`config.mk`:
```
export PLATFORM = sky130hd
export DESIGN_NAME = i2c_reg_slave
export DESIGN_NICKNAME = d
export VERILOG_FILES = /design/src/rtl/i2c_reg_pkg.sv /design/src/rtl/i2c_line_cond.sv /design/src/rtl/i2c_reg_datapath.sv /design/src/rtl/i2c_reg_ctrl.sv /design/src/rtl/i2c_reg_slave.sv
export SDC_FILE = /design/constraint.sdc
export NUM_CORES = 1
export LEC_CHECK = 0
export BUFFER_PORTS_ARGS = -buffer_cell sky130_fd_sc_hd__buf_4
export CAP_MARGIN = 15
export CORE_MARGIN = 4
export CORE_UTILIZATION = 50
export DETAILED_ROUTE_END_ITERATION = 10
export PLACE_DENSITY = 0.65
export SKIP_CTS_REPAIR_TIMING = 1
export SYNTH_ARGS = -nofsm -noshare
export SYNTH_HDL_FRONTEND = slang
export SYNTH_SLANG_ARGS = --single-unit
```
`constraint.sdc`:
```
create_clock -name clk -period 5.7 [get_ports clk]
set_input_delay 0.855 -clock clk [delete_from_list [all_inputs] [get_ports clk]]
set_output_delay 0.855 -clock clk [all_outputs]
set_load 0.02 [all_outputs]
```
`src/rtl/i2c_reg_pkg.sv`:
```
package i2c_reg_pkg;

  typedef enum logic [3:0] {
    ST_IDLE,
    ST_ADDR,
    ST_ACK,
    ST_SUB,
    ST_WR,
    ST_TX,
    ST_TX_END,
    ST_MACK,
    ST_MACK_OK
  } ctrl_state_t;

  typedef enum logic [1:0] {
    AK_ADDR_W,
    AK_ADDR_R,
    AK_DATA
  } ack_kind_t;

  // strobes from control to datapath, at most one cycle each
  typedef struct packed {
    logic shiftIn;
    logic loadPtr;
    logic writeReg;
    logic incPtr;
    logic loadTx;
    logic shiftOut;
  } dp_ctrl_t;

endpackage

```
`src/rtl/i2c_line_cond.sv`:
```
module i2c_line_cond #(
  parameter int FILT_LEN = 3
) (
  input  logic       clk,
  input  logic       rstN,
  input  logic       sclIn,
  input  logic       sdaIn,
  output logic [1:0] lineSync,
  output logic [1:0] lineFilt,
  output logic       sclRise,
  output logic       sclFall,
  output logic       startDet,
  output logic       stopDet
);
  localparam int LINES = 2;
  localparam int CW = (FILT_LEN < 2) ? 1 : $clog2(FILT_LEN + 1);

  logic [LINES-1:0] rawIn;
  logic [1:0]       lineDly;

  assign rawIn = {sdaIn, sclIn};

  for (genvar g = 0; g < LINES; g++) begin : g_line
    logic          meta;
    logic          syncQ;
    logic          filtQ;
    logic [CW-1:0] runCnt;

    always_ff @(posedge clk or negedge rstN) begin
      if (!rstN) begin
        meta   <= 1'b1;
        syncQ  <= 1'b1;
        filtQ  <= 1'b1;
        runCnt <= '0;
      end else begin
        meta  <= rawIn[g];
        syncQ <= meta;
        if (syncQ == filtQ) begin
          runCnt <= '0;
        end else if (runCnt == CW'(FILT_LEN - 1)) begin
          filtQ  <= syncQ;
          runCnt <= '0;
        end else begin
          runCnt <= runCnt + 1'b1;
        end
      end
    end

    assign lineSync[g] = syncQ;
    assign lineFilt[g] = filtQ;
  end

  always_ff @(posedge clk or negedge rstN) begin
    if (!rstN) lineDly <= 2'b11;
    else       lineDly <= lineFilt;
  end

  // index 0 is SCL, index 1 is SDA
  assign sclRise  = lineFilt[0] & ~lineDly[0];
  assign sclFall  = ~lineFilt[0] & lineDly[0];
  assign startDet = lineFilt[0] & lineDly[0] & lineDly[1] & ~lineFilt[1];
  assign stopDet  = lineFilt[0] & lineDly[0] & ~lineDly[1] & lineFilt[1];

endmodule

```
`src/rtl/i2c_reg_datapath.sv`:
```
module i2c_reg_datapath
  import i2c_reg_pkg::*;
#(
  parameter int REG_ADDR_W = 4
) (
  input  logic                  clk,
  input  logic                  rstN,
  input  dp_ctrl_t              dpCtl,
  input  logic                  sdaBit,
  output logic [7:0]            rxNext,
  output logic                  txBit,
  output logic                  autoInc,
  output logic [REG_ADDR_W-1:0] regPtr
);
  localparam int DEPTH = 1 << REG_ADDR_W;

  logic [7:0] rxShift;
  logic [7:0] txShift;
  logic [7:0] regFile [DEPTH];

  assign rxNext = {rxShift[6:0], sdaBit};
  assign txBit  = txShift[7];

  always_ff @(posedge clk or negedge rstN) begin
    if (!rstN) begin
      rxShift <= '0;
      txShift <= 8'hFF;
      autoInc <= 1'b0;
      regPtr  <= '0;
      for (int i = 0; i < DEPTH; i++) regFile[i] <= '0;
    end else begin
      if (dpCtl.shiftIn) rxShift <= rxNext;
      if (dpCtl.loadPtr) begin
        regPtr  <= rxNext[REG_ADDR_W-1:0];
        autoInc <= rxNext[7];
      end else if (dpCtl.incPtr) begin
        regPtr <= regPtr + 1'b1;
      end
      if (dpCtl.writeReg) regFile[regPtr] <= rxNext;
      if (dpCtl.loadTx)        txShift <= regFile[regPtr];
      else if (dpCtl.shiftOut) txShift <= {txShift[6:0], 1'b1};
    end
  end

endmodule

```
`src/rtl/i2c_reg_ctrl.sv`:
```
module i2c_reg_ctrl
  import i2c_reg_pkg::*;
(
  input  logic        clk,
  input  logic        rstN,
  input  logic        sclRise,
  input  logic        sclFall,
  input  logic        startDet,
  input  logic        stopDet,
  input  logic        sdaF,
  input  logic [6:0]  devAddr,
  input  logic [7:0]  rxNext,
  input  logic        txBit,
  input  logic        autoInc,
  output dp_ctrl_t    dpCtl,
  output ctrl_state_t ctrlState,
  output logic        sdaOe
);
  ctrl_state_t stN;
  logic [2:0]  bitCnt, bitCntN;
  logic        ackOn, ackOnN;
  ack_kind_t   ackKind, ackKindN;

  always_comb begin
    stN      = ctrlState;
    bitCntN  = bitCnt;
    ackOnN   = ackOn;
    ackKindN = ackKind;
    dpCtl    = '0;
    if (stopDet) begin
      stN    = ST_IDLE;
      ackOnN = 1'b0;
    end else if (startDet) begin
      stN     = ST_ADDR;
      bitCntN = '0;
      ackOnN  = 1'b0;
    end else begin
      unique case (ctrlState)
        ST_ADDR: if (sclRise) begin
          dpCtl.shiftIn = 1'b1;
          if (bitCnt == 3'd7) begin
            if (rxNext[7:1] == devAddr) begin
              stN      = ST_ACK;
              ackKindN = rxNext[0] ? AK_ADDR_R : AK_ADDR_W;
            end else begin
              stN = ST_IDLE;
            end
          end else begin
            bitCntN = bitCnt + 3'd1;
          end
        end
        ST_ACK: if (sclFall) begin
          if (!ackOn) begin
            ackOnN = 1'b1;
          end else begin
            ackOnN  = 1'b0;
            bitCntN = '0;
            unique case (ackKind)
              AK_ADDR_W: stN = ST_SUB;
              AK_ADDR_R: begin
                stN          = ST_TX;
                dpCtl.loadTx = 1'b1;
              end
              default:   stN = ST_WR;
            endcase
          end
        end
        ST_SUB: if (sclRise) begin
          dpCtl.shiftIn = 1'b1;
          if (bitCnt == 3'd7) begin
            dpCtl.loadPtr = 1'b1;
            stN           = ST_ACK;
            ackKindN      = AK_DATA;
          end else begin
            bitCntN = bitCnt + 3'd1;
          end
        end
        ST_WR: if (sclRise) begin
          dpCtl.shiftIn = 1'b1;
          if (bitCnt == 3'd7) begin
            dpCtl.writeReg = 1'b1;
            dpCtl.incPtr   = autoInc;
            stN            = ST_ACK;
            ackKindN       = AK_DATA;
          end else begin
            bitCntN = bitCnt + 3'd1;
          end
        end
        ST_TX: begin
          if (sclRise) begin
            if (bitCnt == 3'd7) stN = ST_TX_END;
            else                bitCntN = bitCnt + 3'd1;
          end
          if (sclFall) dpCtl.shiftOut = 1'b1;
        end
        ST_TX_END: if (sclFall) stN = ST_MACK;
        ST_MACK: if (sclRise) begin
          if (sdaF) begin
            stN = ST_IDLE;
          end else begin
            dpCtl.incPtr = autoInc;
            stN          = ST_MACK_OK;
          end
        end
        ST_MACK_OK: if (sclFall) begin
          dpCtl.loadTx = 1'b1;
          bitCntN      = '0;
          stN          = ST_TX;
        end
        default: ;
      endcase
    end
  end

  always_ff @(posedge clk or negedge rstN) begin
    if (!rstN) begin
      ctrlState <= ST_IDLE;
      bitCnt    <= '0;
      ackOn     <= 1'b0;
      ackKind   <= AK_ADDR_W;
    end else begin
      ctrlState <= stN;
      bitCnt    <= bitCntN;
      ackOn     <= ackOnN;
      ackKind   <= ackKindN;
    end
  end

  assign sdaOe = ((ctrlState == ST_ACK) && ackOn) ||
                 (((ctrlState == ST_TX) || (ctrlState == ST_TX_END)) && !txBit);

endmodule

```
`src/rtl/i2c_reg_slave.sv`:
```
module i2c_reg_slave
  import i2c_reg_pkg::*;
#(
  parameter logic [5:0] DEV_ADDR_HI = 6'b001100,
  parameter int         REG_ADDR_W  = 4,
  parameter int         FILT_LEN    = 3
) (
  input  logic clk,
  input  logic rstN,
  input  logic sclIn,
  input  logic sdaIn,
  input  logic addrStrap,
  output logic sdaOe
);
  logic [1:0]            lineSync;
  logic [1:0]            lineFilt;
  logic                  sclRise, sclFall, startDet, stopDet;
  dp_ctrl_t              dpCtl;
  ctrl_state_t           ctrlState;
  logic [7:0]            rxNext;
  logic                  txBit, autoInc;
  logic [REG_ADDR_W-1:0] regPtr;

  i2c_line_cond #(.FILT_LEN(FILT_LEN)) u_cond (
    .clk(clk), .rstN(rstN), .sclIn(sclIn), .sdaIn(sdaIn),
    .lineSync(lineSync), .lineFilt(lineFilt),
    .sclRise(sclRise), .sclFall(sclFall),
    .startDet(startDet), .stopDet(stopDet)
  );

  i2c_reg_ctrl u_ctrl (
    .clk(clk), .rstN(rstN), .sclRise(sclRise), .sclFall(sclFall),
    .startDet(startDet), .stopDet(stopDet), .sdaF(lineFilt[1]),
    .devAddr({DEV_ADDR_HI, addrStrap}), .rxNext(rxNext), .txBit(txBit),
    .autoInc(autoInc), .dpCtl(dpCtl), .ctrlState(ctrlState), .sdaOe(sdaOe)
  );

  i2c_reg_datapath #(.REG_ADDR_W(REG_ADDR_W)) u_dp (
    .clk(clk), .rstN(rstN), .dpCtl(dpCtl), .sdaBit(lineFilt[1]),
    .rxNext(rxNext), .txBit(txBit), .autoInc(autoInc), .regPtr(regPtr)
  );

endmodule

```
# Word-level counts from Yosys, hierarchy flattened
# Cells that the tools add are included.
# W data, S select, Z words.
[totals]
elab_cells = 183
ff_bits = 170
out_inout_bits = 1
[op_classes]
addsub = 4
reduce_logical = 23
eq_ne = 36
mux = 69
n_bitwise = 16
n_lt_le_gt_ge = 2
[ops]
columns = ["op", "n"]
rows = [
  ["$bwmux W128", 1],
  ["$mux W4", 16],
  ["$mux W8", 5],
  ["$bmux W8 S4", 1],
  ["$demux W8 S4", 1],
  ["$pmux W4 S7", 1],
  ["$mux W2", 13],
  ["$ne A4 B4 Y1 const B", 6],
  ["$mux W3", 6],
  ["$mux W1", 17],
  ["$eq A4 B3 Y1 const B", 4],
  ["$mux W6", 2],
  ["$ne A4 B3 Y1 const B", 3],
  ["$reduce_and A12 Y1", 1],
  ["$ne A3 B3 Y1 const B", 3],
  ["$pmux W3 S3", 1],
  ["$reduce_bool A9 Y1", 1],
  ["$eq A4 B2 Y1 const B", 2],
  ["$ne A2 B1 Y1 const B", 4],
  ["$ne A4 B1 Y1 const B", 2],
  ["$not A1 Y1", 8],
  ["$reduce_and A8 Y1", 1],
  ["$and A1 B1 Y1", 7],
  ["$eq A7 B5 Y1", 1],
  ["other kinds (29)", 43],
]

# Depth between registers and ports, before layout
# Gate-level depths: netlist of run 1.
[logic_depth]
word_depth = 9
ltp_mapped = 8
ltp_nobuf = 7

# By module
# Synthesis of run 1 repeated with hierarchy kept, for this count alone.
[unflattened]
hier_cells = 586
area_unflattened_um2 = 8169.1
[by_module_without_submodules]
columns = ["mod", "n_inst", "area_each_um2", "cells_per_inst"]
rows = [
  ["i2c_reg_datapath", 1, 6722.7, 431],
  ["i2c_reg_ctrl", 1, 955.9, 122],
  ["i2c_line_cond", 1, 483.0, 31],
  ["i2c_reg_slave", 1, 7.5, 2],
]

# Worst setup path before layout of run 1
# OpenSTA, ideal clock, no wires.
[synth_timing]
path_kind = "register to output"
startpoint = "register u_ctrl.ctrlState[2]"
endpoint = "output port sdaOe"
stages_incl_launch_ff = 6
path_buffers = 2
setup_slack_ns = 3.622
t_required_ns = 4.845
t_arrival_ns = 1.223
path_cell_list = "dfrtp_1 > buf_6 > clkbuf_1 > nand2b_1 > a21oi_1 > o21ba_2"
[synth_between]
elab_chain_cells = 4
word_cells_on_any_way = 7
[synth_rtl]
columns = ["element", "line", "rtl"]
rows = [
  ["from (decl)", "i2c_reg_ctrl.sv:16", "output ctrl_state_t ctrlState,"],
  ["from (signal assigned)", "i2c_reg_ctrl.sv:122", "ctrlState <= stN;"],
  ["$eq A4 B3 Y1", "i2c_reg_ctrl.sv:130", "(((ctrlState == ST_TX) || (ctrlState == ST_TX_END)) && !txBit);"],
  ["$logic_or A1 B1 Y1", "i2c_reg_ctrl.sv:130", ""],
  ["$logic_and A1 B1 Y1", "i2c_reg_ctrl.sv:130", ""],
  ["$logic_or A1 B1 Y1 (*)", "i2c_reg_ctrl.sv:129", "assign sdaOe = ((ctrlState == ST_ACK) && ackOn) ||"],
  ["to (decl)", "i2c_reg_slave.sv:13", "output logic sdaOe"],
]
# Every way passes the cells marked *; elsewhere a longest branch is shown, timed or not.

# Worst setup path in the final report of run 1
# Same ends and word-level chain as after synthesis.

==> impl_metrics.yaml, run 1 <==
run_status:
  outcome: "complete, no violations"
global_routing:
  grt_use_total: 0.204
  overflow: 0
  grt_max_degree: 67
  met1_usage: 0.301
  grt_pass1_wl_um: 28500
  antenna_found_initial: 0
  top_usage_layer: "met2"
  met2_usage: 0.307
  grt_pass1_vias: 4854
  use_met3: 0.0515
final_layout:
  finalInstanceArea_um2: 9120
  layoutNonFillerInstCount: 774
  drive_above_1_share: 0.473
  nNetsFinal: 556
  final.fill_count: 1299
  ff_latch_area_um2: 4280
  antenna_cells: 0
  synthToLayoutAreaGrowth_pct: 9.62
  multiInputGateArea_um2: 3830
setup_path:
  rr_startpoint: "u_ctrl.bitCnt[0]"
  cp-start-kind: "register"
  cpPeakStageDelay_ns: 0.78
  worst_path_max_delay_cell: "dfrtp_1"
  crit_type: "register to output port"
  cp.required_ns: 4.85
  cp.buffers_inverters: 1
  ff2ff_path_depth: 7
  cp_data_arrival_time_ns: 1.83
  end_kind: "output port"
  cp_cell_sequence: "nand2b_1 > a21oi_1 > o21ba_2 > buf_4"
  critPathMaxFanout: 21
  r2r_slack_ns: 3.22
  critPathTopFamily: "flip-flops"
  startpoint: "u_ctrl.ctrlState[2]"
  timing.rr.end: "u_dp.regFile[3]"
logic_synthesis:
  syn_nets: 565
  ys.flop_type: "dfrtp_1"
  ys_top_cells_by_count: "dfrtp_1 (154), mux2_2 (107), mux2_4 (34)"
  muxShareOfSynthArea: 0.299
  yosysTopAreaCellShare: 0.463
  ys_warn_count: 0
  synth_compound_area_frac: 0.0630
  synthAdderAreaFrac: 0.00902
  synthCells: 554
  yosysSeqAreaShare: 0.514
  synth_area_leader_cell: "dfrtp_1"
  avgSynthCellArea_um2: 15.0
  ys_ff_latch: 170
  synthXorXnorAreaFrac: 0.00526
  synthTopCellsByArea: "dfrtp_1 (46%), mux2_2 (14%), mux4_2 (8.7%), mux2_4 (6.1%), dfstp_2 (5.1%)"
  ys_types: 70
  synth_top_family_by_area: "multiplexers"
  async_flop_share: 1.00
  post-synth-top-count-cell: "dfrtp_1"
  yosys.area_share.simple: 0.0833
  synth_edf_count: 0
  syn_area_um2: 8320
floorplan:
  die-area_um2: 18800
  io_pins: 6
  coreArea_um2: 16100
  start_util: 0.516
  rows: 46
  fp.dieH_um: 137
  die_w_um: 137
timing:
  slew_headroom: 0.442
  setup-violations-final: 0
  finClkSkew_ns: 0.00713
  fin_crit_sh: 0.472
  hold_violations: 0
  max_freq_mhz: 372
  worst_slack_ns: 3.01
  fin_crit_ns: 2.69
  worstMarginPinSlew_ns: 0.837
  rsz0062_at_grt: "no"
  tns_ns: 0
  drv_slew: 0
placement:
  dp_hpwl_um: 11100
  dp_slack_ns: 3.20
  dpl_cell_area_um2: 8490
  portBuffers: 5
  place.gp.congestion: 0.914
  place_inst: 742
pwr:
  p_leak_nw: 4.18
  powerDensity_nw_per_um2: 330
  ir_worst_vdd_mv: 0.230
clock_tree:
  cts_buffer_depth: 2
  cts_sinks: 170
  cts_buffers: 17
  htree_levels: 4
  clk_latency_ns: 0.43
  cts_tree: "yes"
  clk_pin_slew_ns: 0.06
  cts-root-buf: "clkbuf_16"
detailed_routing:
  routed_wl_um: 17500
  drc: 0
  post_drt_wl_per_cell_um: 22.7
  viasPerCell: 6.02
  num_vias: 4656
  ant_nets: 0
  drt_iter0_markers: 303
  drt-pass1-iter-count: 5
run:
  cap_violations: 0
min_path:
  hold_class: "input pin to async pin"
## worst max path at each step
stage | end | slack [ns] | cells after the start
2_1_floorplan | sdaOe | 3.62 | 5
3_3_place_gp | u_dp.txShift[5] | 3.20 | 5
3_5_place_dp | u_dp.txShift[3] | 3.20 | 5
4_1_cts | sdaOe | 3.01 | 4
5_1_grt | sdaOe | 2.87 | 4
6_report | sdaOe | 3.01 | 4
## sequential cells by signal (all words and copies together) (netlist names), 3 cells and up
register / count
u_dp.regFile: 128
u_dp.txShift: 8
u_dp.rxShift: 7
u_cond.g_line.runCnt: 4
u_ctrl.ctrlState: 4
u_dp.regPtr: 4
u_ctrl.bitCnt: 3
## stage by stage
| stage | power, mW | util | hold WS, ns |
|---|---|---|---|
| 2_1_floorplan | 1.67 | - | 0.345 |
| 3_3_place_gp | 1.79 | 0.527 | 0.346 |
| 3_5_place_dp | 1.81 | 0.527 | 0.347 |
| 4_1_cts | 3.03 | 0.566 | 0.355 |
| 5_1_grt | 3.14 | 0.566 | 0.359 |
| 6_report | 3.01 | 0.566 | 0.355 |
## cells in the final DEF, fill, tap and decap left out, types with 3 or more instances in the layout
cell type,synthesis,layout
dfrtp_1,154,153
mux2_2,107,107
mux2_4,34,34
mux4_2,32,32
clkbuf_16,0,17
a22oi_1,16,16
dfstp_2,16,16
a21oi_1,14,14
buf_4,2,12
nand2b_1,10,10
nand3_4,10,10
nand2_1,10,10
nor2_1,8,8
nor2b_1,7,7
a221o_1,7,7
nand3_2,6,6
ha_1,6,6
nor3b_1,5,5
o22ai_1,4,4
inv_1,3,3
xnor2_1,3,3
nor3_1,3,3
nand3_1,3,3
and3_1,3,3
mux2i_1,3,3
clkbuf_8,0,3
bufinv_16,0,3
clkinvlp_4,0,3
clkinv_4,0,3
## where the power goes
group	internal, mW	switching [mW]
combinational	0.143	0.156
sequential	1.28	0.210
clock	0.730	0.491
## cell type report
type                       instances  area share
sequential                       170       0.469
clock buffer                      20      0.0512
clock inverter                    12      0.0180
multi-input combinational        340       0.420
inverter                           3     0.00123
timing repair buffer              13      0.0111
tap                              216      0.0296
## cells by family after synthesis
kind of cell,count (synthesis)
simple gates,86
buf+inv,44
fa+ha+maj,6
compound gates,65
flops,170
mux,178
xor+xnor,5
## per-layer routing
layer / share of wire / vias to the layer above
met5: 0 / -
met3: 0.043 / 14
met2: 0.48 / 90
met1: 0.47 / 2485
met4: 0.0082 / 0
li1: - / 2067
(Power assumes the default switching activity.)
==> inputs of run 2 (changes only) <==
clock period = 2.6 ns   (was 5.7 ns; I/O delays follow)
==> impl_metrics.yaml, run 2 (synthesized netlist as in run 1, its figures left out) <==
setup_path:
  critPathMaxFanout: 18
  cp.required_ns: 2.95
  startpoint: "u_dp.regPtr[0]"
  rr_startpoint: "u_dp.regPtr[0]"
  cp-start-kind: "register"
  end_kind: "register"
  cp_data_arrival_time_ns: 2.66
  crit_type: "register to register"
global_routing:
  grt_pass1_wl_um: 27900
  grt_use_total: 0.198
  grt_pass1_vias: 4908
  grt_max_degree: 73
  antenna_found_initial: 0
  overflow: 0
clock_tree:
  cts_buffers: 17
  clk_latency_ns: 0.42
  clk_pin_slew_ns: 0.06
  cts-root-buf: "clkbuf_16"
  htree_levels: 4
  cts_buffer_depth: 2
  cts_sinks: 170
  cts_tree: "yes"
timing:
  worst_slack_ns: 0.285
  tns_ns: 0
  fin_crit_ns: 2.31
  holdWs_ns: -0.0212
  setup-violations-final: 0
  hold_violations: 19
  slew_headroom: 0.540
  worstMarginPinSlew_ns: 0.690
  fin_crit_sh: 0.890
  drv_slew: 0
  rsz0062_at_grt: "no"
  max_freq_mhz: 432
  finClkSkew_ns: 0.00622
final_layout:
  final.fill_count: 1305
  largest-register: "u_dp.regFile"
  largest_reg_flops: 128
  layout_common_cells: "dfrtp_1 (153), mux2_2 (107), mux2_4 (34)"
  nNetsFinal: 574
  final_common_cell: "dfrtp_1"
  synthToLayoutAreaGrowth_pct: 11.2
  multiInputGateArea_um2: 3830
  reg_top3: "u_dp.regFile (128), u_dp.txShift (8), u_dp.rxShift (7)"
  ff_latch_area_um2: 4280
  antenna_cells: 0
  drive_above_1_share: 0.488
  layoutNonFillerInstCount: 792
floorplan:
  die_w_um: 137
  die-area_um2: 18800
  fp.dieH_um: 137
  io_pins: 6
  rows: 46
  coreArea_um2: 16100
  start_util: 0.516
run:
  cap_violations: 0
pwr:
  p_leak_nw: 4.26
  powerDensity_nw_per_um2: 699
  ir_worst_vdd_mv: 0.439
detailed_routing:
  num_vias: 4692
  post_drt_wl_per_cell_um: 21.6
  routed_wl_um: 17100
  drt_iter0_markers: 303
  ant_nets: 0
  drt-pass1-iter-count: 5
  drc: 0
  viasPerCell: 5.92
min_path:
  hold_class: "input pin to async pin"
placement:
  place_inst: 760
  place.gp.congestion: 0.882
  dp_slack_ns: 0.270
  portBuffers: 5
  dp_hpwl_um: 11400
run_status:
  outcome: "finished, violations left"
  violations: "hold timing"
[run 2: cell types whose count changed in the layout (fill, tap and decap cells not counted)]
cell	previous run	this run
clkinv_2	1	2
bufinv_16	3	2
buf_12	0	3
clkinv_4	3	2
inv_6	1	3
inv_8	1	0
clkinvlp_4	3	4
clkbuf_8	3	1
clkbuf_1	0	1
buf_4	12	27
[run 2: worst max-delay path: stages, from the launching register on]
cell and delay (ns):
dfrtp_2 0.50, buf_12 0.22, buf_4 0.28, mux4_2 0.53
a22oi_1 0.30, a21oi_1 0.11, a221o_1 0.28
[run 2: area by class of cell]
class | instances | area share
multi-input cells | 340 | 0.414
inverters | 3 | 0.00122
clock inverters | 13 | 0.0156
repair buffers | 31 | 0.0296
clock buffers | 19 | 0.0479
well taps | 216 | 0.0292
flip-flops and latches | 170 | 0.462
[run 2: final timing paths]
path                                          endpoint  slack [ns]  cells after the start
worst min register to register  u_cond.g_line[0].syncQ        0.36                      0
worst max-delay path                   u_dp.txShift[3]        0.29                      6
worst min-delay path                  u_dp.regFile[44]       -0.02                      1
min in group clk                 u_cond.g_line[1].meta        0.07                      1
max in group asynchronous              u_dp.txShift[7]        1.86                      2
worst max register to register         u_dp.txShift[3]        0.29                      6
[run 2: metrics by stage]
step,instance area (µm²),power (mW),utilization
2_1_floorplan,8320,3.66,-
3_3_place_gp,8660,4.00,0.538
3_5_place_dp,8660,4.03,0.538
4_1_cts,9250,6.53,0.574
5_1_grt,9250,6.75,0.574
6_report,9250,6.46,0.574
[run 2: routing by layer]
layer / up-vias / share of wire / GRT usage
li1: 2109 / - / -
met2: 97 / 0.49 / 0.312
met4: 0 / 0.013 / 0.0527
met1: 2467 / 0.46 / 0.280
met3: 19 / 0.040 / 0.0438
met5: - / 0 / 0
[run 2: where the power goes]
group / internal, mW / switching [mW]
clock network: 1.45 / 1.05
logic: 0.367 / 0.606
registers: 2.80 / 0.189
total: 4.62 / 1.85
==> inputs of run 3 (changes only) <==
BUFFER_PORTS_ARGS = default   (was -buffer_cell sky130_fd_sc_hd__buf_4)
DONT_BUFFER_PORTS = 1   (was default)
PLACE_DENSITY = default   (was 0.65)
SLEW_MARGIN = 20   (was default)
==> impl_metrics.yaml, run 3 (synthesized netlist as in run 1, its figures left out) <==
placement:
  dp_hpwl_um: 11200
  portBuffers: 0
  place.gp.congestion: 0.863
detailed_routing:
  drt_iter0_markers: 347
  num_vias: 4676
  post_drt_wl_per_cell_um: 22.5
  viasPerCell: 5.98
  routed_wl_um: 17600
  drc: 0
  drt-pass1-iter-count: 4
  ant_nets: 0
global_routing:
  antenna_found_initial: 0
  grt_pass1_vias: 5027
  grt_max_degree: 171
  grt_pass1_wl_um: 28800
  grt_use_total: 0.205
  overflow: 0
floorplan:
  die-area_um2: 18800
  coreArea_um2: 16100
  die_w_um: 137
  rows: 46
  start_util: 0.516
  fp.dieH_um: 137
  io_pins: 6
final_layout:
  layout_common_cells: "dfrtp_1 (153), mux2_2 (107), mux2_4 (34)"
  synthToLayoutAreaGrowth_pct: 10.3
  nNetsFinal: 564
  drive_above_1_share: 0.477
  final_common_cell: "dfrtp_1"
  largest_reg_flops: 128
  reg_top3: "u_dp.regFile (128), u_dp.txShift (8), u_dp.rxShift (7)"
  fin_util: 0.570
  antenna_cells: 0
  largest-register: "u_dp.regFile"
timing:
  hold_violations: 170
  holdWs_ns: -0.353
  fin_crit_ns: 2.33
  setup-violations-final: 0
  slew_headroom: 0.521
  max_freq_mhz: 430
  rsz0062_at_grt: "no"
  tns_ns: 0
  worstMarginPinSlew_ns: 0.719
  finClkSkew_ns: 0.0194
  drv_slew: 0
  fin_crit_sh: 0.895
setup_path:
  cp-start-kind: "register"
  end_kind: "register"
  startpoint: "u_ctrl.bitCnt[1]"
  timing.rr.end: "u_dp.regPtr[3]"
  cp_data_arrival_time_ns: 2.65
  ff2ff_path_depth: 8
  rr_startpoint: "u_ctrl.bitCnt[1]"
  critPathMaxFanout: 17
  crit_type: "register to register"
  r2r_slack_ns: 0.27
  cp.required_ns: 2.93
clock_tree:
  cts_buffer_depth: 2
  clk_latency_ns: 0.44
  cts_tree: "yes"
  clk_pin_slew_ns: 0.07
  cts_buffers: 17
  htree_levels: 4
  cts_sinks: 170
  cts-root-buf: "clkbuf_16"
pwr:
  p_leak_nw: 4.22
  p_total_mw: 6.43
  powerDensity_nw_per_um2: 701
  ir_worst_vdd_mv: 0.438
run_status:
  outcome: "finished, violations left"
  violations: "hold timing"
min_path:
  hold_class: "input pin to async pin"
run:
  cap_violations: 0
==> run 3: report_power, final <==
part	switching, mW	internal (mW)
Combinational	0.558	0.357
Sequential	0.204	2.80
Clock	1.21	1.30
Total	1.98	4.46
==> run 3: area by class of cell <==
class                           instances  area [µm²]
Fill cell                            1259        6940
Sequential cell                       170        4280
Multi-Input combinational cell        340        3830
Clock buffer                           17         425
Tap cell                              216         270
Timing Repair Buffer                   21         200
Clock inverter                         15         164
Inverter                                3        11.3
==> run 3: layer usage <==
metal,part of all wire,track usage,routed length [µm]
met5,0,0,0
met4,0.010,0.0516,178
met3,0.031,0.0482,551
met2,0.49,0.327,8660
met1,0.47,0.284,8210
==> run 3: how the worst max path moves through the flow <==
stage                         to  slack, ns
3_3_place_gp     u_dp.txShift[3]       0.31
4_1_cts           u_dp.regPtr[3]       0.27
6_report          u_dp.regPtr[3]       0.27
2_1_floorplan  u_dp.regFile[112]       0.55
5_1_grt           u_dp.regPtr[3]       0.15
3_5_place_dp      u_dp.regPtr[3]       0.30
==> run 3: critical path: stages (launching register included) <==
cell      delay [ns]
dfrtp_1         0.36
ha_1            0.16
ha_1            0.31
nand3b_4        0.14
nor4_4          0.30
buf_12          0.24
o211ai_4        0.15
mux2_1          0.34
o221ai_1        0.20
==> run 3: through the flow <==
step	worst slack, ns	instances	cell area (µm²)
final	0.272	782	9180
after global routing	0.147	782	9180
after CTS	0.270	780	9160
after detailed placement	0.304	748	8570
after global placement	0.312	748	8570
after floorplan	0.551	554	8320
